File: src/rtl/gpio_pad_pkg.sv
// Package: shared register-select encoding and mode constants for the
// pad controller. Assumes a 2-bit register address with four registers.
package gpio_pad_pkg;
    localparam int REG_COUNT = 4;

    typedef enum logic [1:0] {
        SEL_DIR  = 2'd0,
        SEL_DOUT = 2'd1,
        SEL_PULL = 2'd2,
        SEL_ODRN = 2'd3
    } reg_sel_e;

    localparam int WIDE_PULL_MODE_A = 6;
    localparam int WIDE_PULL_MODE_B = 7;
    localparam int OPEN_DRAIN_MODE  = 7;
endpackage

File: src/rtl/pad_reg_bank.sv
// Module: pad_reg_bank
// Holds the four per-pin control registers behind a byte-wide bus.
// Assumes: synchronous active-low reset; hardware standby clears on each
// edge it is sampled; software standby blocks writes only.
module pad_reg_bank
    import gpio_pad_pkg::*;
#(
    parameter int NUM_PINS = 8,
    parameter int ADDR_W   = 2
) (
    input  logic                clk,
    input  logic                rst_n,
    input  logic                hw_stby,
    input  logic                sw_stby,
    input  logic                wr_en,
    input  logic                rd_en,
    input  logic [ADDR_W-1:0]   addr,
    input  logic [NUM_PINS-1:0] wdata,
    output logic [NUM_PINS-1:0] rdata,
    output logic [NUM_PINS-1:0] dir_q,
    output logic [NUM_PINS-1:0] dout_q,
    output logic [NUM_PINS-1:0] pull_q,
    output logic [NUM_PINS-1:0] odrn_q
);
    localparam int NREG = REG_COUNT;

    logic [NREG-1:0][NUM_PINS-1:0] bank;

    for (genvar g = 0; g < NREG; g++) begin : g_reg
        logic [NUM_PINS-1:0] q;
        // Purpose: clear on reset/hardware standby, else take a permitted write.
        always_ff @(posedge clk) begin
            if (!rst_n || hw_stby)
                q <= '0;
            else if (wr_en && !sw_stby && (addr == ADDR_W'(g)))
                q <= wdata;
        end
        assign bank[g] = q;
    end

    assign dir_q  = bank[SEL_DIR];
    assign dout_q = bank[SEL_DOUT];
    assign pull_q = bank[SEL_PULL];
    assign odrn_q = bank[SEL_ODRN];

    // Purpose: present the selected register while the read strobe is high.
    always_comb begin
        rdata = '0;
        if (rd_en)
            rdata = bank[addr];
    end

    a_r8_hw_clears: assert property (@(posedge clk) disable iff (!rst_n)
        hw_stby |=> (bank == '0));

    a_r9_sw_hold: assert property (@(posedge clk) disable iff (!rst_n)
        (sw_stby && !hw_stby) |=> $stable(bank));
endmodule

File: src/rtl/pad_mode_decode.sv
// Module: pad_mode_decode
// Turns the operating mode into a per-pin pull-up permission mask and an
// open-drain activation flag. Assumes mode values outside the wide pull-up
// set behave as the narrow case.
module pad_mode_decode
    import gpio_pad_pkg::*;
#(
    parameter int NUM_PINS    = 8,
    parameter int MODE_W      = 3,
    parameter int NARROW_LSB  = 5
) (
    input  logic [MODE_W-1:0]   mode,
    output logic [NUM_PINS-1:0] pull_ok,
    output logic                od_active
);
    logic wide_pull;

    // Purpose: classify the mode.
    always_comb begin
        wide_pull = (mode == MODE_W'(WIDE_PULL_MODE_A)) ||
                    (mode == MODE_W'(WIDE_PULL_MODE_B));
        od_active = (mode == MODE_W'(OPEN_DRAIN_MODE));
    end

    for (genvar i = 0; i < NUM_PINS; i++) begin : g_mask
        if (i >= NARROW_LSB) begin : g_always
            assign pull_ok[i] = 1'b1;
        end else begin : g_wide_only
            assign pull_ok[i] = wide_pull;
        end
    end
endmodule

File: src/rtl/pad_drive_slice.sv
// Module: pad_drive_slice
// Pad control for one pin. Assumes hardware standby must take effect
// combinationally, ahead of any register update.
module pad_drive_slice (
    input  logic dir_out,
    input  logic dout,
    input  logic pull_req,
    input  logic odrn_req,
    input  logic pull_ok,
    input  logic od_active,
    input  logic hw_stby,
    output logic oe,
    output logic lo_drv,
    output logic hi_en,
    output logic pu_en
);
    logic od_eff;
    logic float_hi;

    // Purpose: derive drive and pull-up controls for this pin.
    always_comb begin
        od_eff   = od_active && odrn_req;
        float_hi = od_eff && dout;
        oe       = !hw_stby && dir_out && !float_hi;
        lo_drv   = oe && !dout;
        hi_en    = oe && !od_eff;
        pu_en    = !hw_stby && !dir_out && pull_req && pull_ok;
    end
endmodule

File: src/rtl/gpio_pad_ctrl.sv
// Module: gpio_pad_ctrl (top)
// Eight-pin port controller: register bank, mode decode and per-pin drive
// slices. Assumes a synchronous active-low reset and a 4-register bus.
module gpio_pad_ctrl
    import gpio_pad_pkg::*;
#(
    parameter int NUM_PINS   = 8,
    parameter int MODE_W     = 3,
    parameter int ADDR_W     = 2,
    parameter int NARROW_LSB = 5
) (
    input  logic                clk,
    input  logic                rst_n,
    input  logic [MODE_W-1:0]   mode,
    input  logic                hw_stby,
    input  logic                sw_stby,
    input  logic [ADDR_W-1:0]   bus_addr,
    input  logic                bus_wr,
    input  logic                bus_rd,
    input  logic [NUM_PINS-1:0] bus_wdata,
    output logic [NUM_PINS-1:0] bus_rdata,
    output logic [NUM_PINS-1:0] pad_oe,
    output logic [NUM_PINS-1:0] pad_lo_drv,
    output logic [NUM_PINS-1:0] pad_hi_en,
    output logic [NUM_PINS-1:0] pad_pu_en
);
    localparam int NARROW_PINS = (NARROW_LSB < NUM_PINS) ? NARROW_LSB : NUM_PINS;

    logic [NUM_PINS-1:0] dir_q, dout_q, pull_q, odrn_q, pull_ok;
    logic                od_active;

    pad_reg_bank #(.NUM_PINS(NUM_PINS), .ADDR_W(ADDR_W)) u_bank (
        .clk(clk), .rst_n(rst_n), .hw_stby(hw_stby), .sw_stby(sw_stby),
        .wr_en(bus_wr), .rd_en(bus_rd), .addr(bus_addr), .wdata(bus_wdata),
        .rdata(bus_rdata), .dir_q(dir_q), .dout_q(dout_q),
        .pull_q(pull_q), .odrn_q(odrn_q)
    );

    pad_mode_decode #(.NUM_PINS(NUM_PINS), .MODE_W(MODE_W),
                      .NARROW_LSB(NARROW_LSB)) u_mode (
        .mode(mode), .pull_ok(pull_ok), .od_active(od_active)
    );

    for (genvar i = 0; i < NUM_PINS; i++) begin : g_pin
        pad_drive_slice u_slice (
            .dir_out(dir_q[i]), .dout(dout_q[i]), .pull_req(pull_q[i]),
            .odrn_req(odrn_q[i]), .pull_ok(pull_ok[i]), .od_active(od_active),
            .hw_stby(hw_stby), .oe(pad_oe[i]), .lo_drv(pad_lo_drv[i]),
            .hi_en(pad_hi_en[i]), .pu_en(pad_pu_en[i])
        );
    end

    a_r3_no_pull_on_output: assert property (@(posedge clk) disable iff (!rst_n)
        (pad_pu_en & dir_q) == '0);

    a_r4_low_pins_no_pull: assert property (@(posedge clk) disable iff (!rst_n)
        (mode != MODE_W'(WIDE_PULL_MODE_A) && mode != MODE_W'(WIDE_PULL_MODE_B))
        |-> (pad_pu_en[NARROW_PINS-1:0] == '0));

    a_r5_push_pull_outside_od: assert property (@(posedge clk) disable iff (!rst_n)
        (mode != MODE_W'(OPEN_DRAIN_MODE)) |-> (pad_hi_en == pad_oe));

    a_r6_high_needs_enable: assert property (@(posedge clk) disable iff (!rst_n)
        (pad_hi_en & ~pad_oe) == '0);

    a_r8_outputs_quiet: assert property (@(posedge clk) disable iff (!rst_n)
        hw_stby |-> ((pad_oe | pad_lo_drv | pad_hi_en | pad_pu_en) == '0));
endmodule

File: config.mk
export PLATFORM = sky130hd
export DESIGN_NAME = gpio_pad_ctrl
export DESIGN_NICKNAME = d
export VERILOG_FILES = /design/src/rtl/gpio_pad_pkg.sv /design/src/rtl/pad_reg_bank.sv /design/src/rtl/pad_mode_decode.sv /design/src/rtl/pad_drive_slice.sv /design/src/rtl/gpio_pad_ctrl.sv
export SDC_FILE = /design/constraint.sdc
export NUM_CORES = 1
export LEC_CHECK = 0
export ABC_AREA = 0
export ABC_CLOCK_PERIOD_IN_PS = 1410
export CAP_MARGIN = 20
export CORE_MARGIN = 2
export CORE_UTILIZATION = 40
export DETAILED_ROUTE_END_ITERATION = 16
export PLACE_DENSITY_LB_ADDON = 0.1
export SLEW_MARGIN = 20
export SYNTH_ARGS = -nofsm -noshare
export SYNTH_HDL_FRONTEND = slang
export SYNTH_SLANG_ARGS = --single-unit
File: constraint.sdc
create_clock -name clk -period 1.41 [get_ports clk]
set_clock_uncertainty 0.05 [all_clocks]
set_input_delay 0.2115 -clock clk [delete_from_list [all_inputs] [get_ports clk]]
set_output_delay 0.2115 -clock clk [all_outputs]
set_load 0.005 [all_outputs]
==> impl_metrics.ini <==
[run_status]
outcome = complete, but fails checks
violations = setup timing

[clock_network]
clk_latency_ns = 0.29
numCtsBuffers = 5
cts_root_buffer = clkbuf_8
cts.htree.levels = 2
cts_sinks = 32
cts_tree = yes
cts_buffer_depth = 2
clkTransAtPathRegs_ns = 0.07
postCtsHoldBufs = 0

[worst_hold_path]
worstHoldPathType = in -> reg

[routing]
vias_per_cell = 5.216
wl_um = 6130
drtAntennaViolNets = 0
vias = 1883
routedWlPerCell_um = 16.98
drt_iter0_markers = 67
drtPass1Iterations = 4
drc = 0

[yosys]
synth_cell_type_count = 21
syn_area_per_cell_um2 = 9.269
yosysSeqAreaShare = 0.3031
syn_inst = 228
synth.net_count = 247
ys_warn_count = 0
ys_ff_latch = 32
synth_area_um2 = 2113

[global_routing]
grt_max_degree = 28
grtUsageTotal = 0.2137
grt.overflow.total = 0
antenna_found_initial = 0
grt_pass1_vias = 1840
grt_pass1_wl_um = 9853

[floorplanning]
die_h_um = 76.69
rows = 26
die_w_um = 76.69
ios = 59
dieArea_um2 = 5881
core_area_um2 = 5107
initial_core_util = 0.4138

[critical_path]
crit_required_ns = 1.15
worst-path-max-fanout = 2
cp-end-kind = primary output
critPathLaunchType = flip-flop
slowest_stage = dfxtp_2
r2r_slack_ns = 0.54
crit_chain = buf_4 > mux2i_2 > o22ai_2 > buf_2
worstSetupPathType = reg -> out
cp_data_arrival_time_ns = 1.16
max_stage_delay_ns = 0.32

[timing]
final-setup-viol-count = 2
worst-slew-pin-transition_ns = 0.2641
min_period_ns = 1.422
slew_viol_final = 0
fmax_ghz = 0.7035
rsz0062_at_grt = yes
slew_headroom = 0.8214
min_period_over_period = 1.008
worst_slack_ns = -0.01154
hold_viol_final = 0

[finish]
area_growth_pct = 45.47
finalNetCount = 309
final_util = 0.6019
drive_gt1_frac = 0.4192
n_antenna_cell = 0

[power]
leakagePower_nw = 1.454
p_per_area_nw_per_um2 = 653.3
ir_drop_v = 0.0002999
p_total_mw = 2.008

[run]
max-cap-violations = 0

[place]
dp.final_hpwl_um = 3648
gp_congestion = 0.7524
port_buffers = 58
[worst paths after layout]
check                           startpoint                       endpoint  cells past startpoint
max           u_bank.dir_q[7]$_SDFFE_PP0P_                   bus_rdata[7]                      4
min                                hw_stby  u_bank.odrn_q[6]$_SDFFE_PP0P_                      4
max reg2reg   u_bank.dir_q[1]$_SDFFE_PP0P_   u_bank.dir_q[1]$_SDFFE_PP0P_                      4
min reg2reg  u_bank.pull_q[7]$_SDFFE_PP0P_  u_bank.pull_q[7]$_SDFFE_PP0P_                      2
[sequential cells by signal, summed over array words and instances, names as in the netlist]
signal and cells:
u_bank.pull_q 8, u_bank.dout_q 8, u_bank.odrn_q 8, u_bank.dir_q 8
[worst max-delay path: cells and delay by family (launching register included)]
family	cells	cell delay [ns]
flip-flops	1	0.32
buffers and inverters	2	0.27
multiplexers	1	0.17
AO/OA/AOI/OAI	1	0.12
[layout make-up]
cell class | instances | area [um^2]
Clock buffer | 6 | 82.58
Sequential cell | 32 | 653.1
Fill cell | 456 | 2033
Tap cell | 70 | 87.58
Multi-Input combinational cell | 146 | 1326
Clock inverter | 2 | 10.01
Timing Repair Buffer | 105 | 914.6
[power by group]
group	total, mW	switching, mW	internal [mW]	leakage, nW
clock network	0.749	0.360	0.389	0.0510
logic	0.341	0.147	0.194	1.14
registers	0.919	0.00719	0.911	0.263
[metal layers]
metal  vias up  GRT usage  part of all wire
li1        920          -                 -
met4         0    0.06182             0.010
met5         -          0                 0
met1       899     0.2773              0.46
met2        57     0.3491              0.48
met3         7    0.05529             0.051
[cells in the mapped netlist]
master	instances	share of area
nand4b_1	1	0.0041
buf_6	2	0.011
and4b_1	1	0.0047
o22ai_1	8	0.024
nor4b_1	1	0.0041
nand3b_1	41	0.15
mux2i_1	48	0.23
nor2_1	8	0.014
nor3b_1	8	0.028
a31oi_1	8	0.024
nand2_1	1	0.0018
buf_4	32	0.11
and3_1	1	0.0030
nand4bb_1	2	0.011
or4b_1	1	0.0047
nand2b_1	9	0.027
a21oi_1	8	0.019
buf_1	2	0.0036
buf_2	4	0.0095
dfxtp_1	32	0.30
clkbuf_1	10	0.018
[repair_timing]
| item | CTS | global route |
|---|---|---|
| buffers inserted | 5 | 4 |
| cloned | 3 | 0 |
| setup endpoints to repair | 52 | 17 |
| resized for setup | 158 | 32 |
| pin swaps | 3 | 6 |
[through the flow]
step / TNS [ns] / area (um^2) / hold WS (ns) / worst slack [ns] / instances
global route: -0.1428 / 3074 / 0.4336 / -0.06383 / 361
floorplan: 0 / 2113 / 0.3768 / 0.07111 / 228
CTS: -0.08870 / 2975 / 0.4092 / -0.06100 / 357
finish: -0.01319 / 3074 / 0.4224 / -0.01154 / 361
detailed placement: -32.68 / 2766 / 0.4473 / -0.7604 / 341
global placement: -32.04 / 2766 / 0.4419 / -0.6844 / 341
[logic make-up after synthesis]
kind of cell / Yosys count / synth area share
DFF: 32 / 0.3031
and+or+nand+nor: 74 / 0.2481
AOI/OAI and AO/OA: 24 / 0.06631
muxes: 48 / 0.2274
buffers and inverters: 50 / 0.1551
[placed cells by master (no fill, tap or decap), types with 2 or more instances in the layout]
master | Yosys | routed
mux2i_2 | 0 | 2
nor2_1 | 8 | 8
nand2b_1 | 9 | 3
a21oi_1 | 8 | 5
clkdlybuf4s50_1 | 0 | 11
nor3b_2 | 0 | 5
buf_2 | 4 | 27
mux2i_1 | 48 | 46
a31oi_4 | 0 | 3
dfxtp_1 | 32 | 22
o22ai_1 | 8 | 3
dlygate4sd2_1 | 0 | 10
nand4bb_1 | 2 | 2
clkbuf_2 | 0 | 3
bufbuf_16 | 0 | 2
clkinv_2 | 0 | 2
nand3b_1 | 41 | 41
buf_12 | 0 | 4
o22ai_2 | 0 | 5
clkbuf_8 | 0 | 6
a31oi_1 | 8 | 5
nor3b_1 | 8 | 2
buf_6 | 2 | 7
buf_4 | 32 | 34
clkdlybuf4s15_1 | 0 | 6
a21oi_2 | 0 | 3
dfxtp_2 | 0 | 10
nand2b_4 | 0 | 6
No activity file was read; power rests on OpenSTA's default activity.
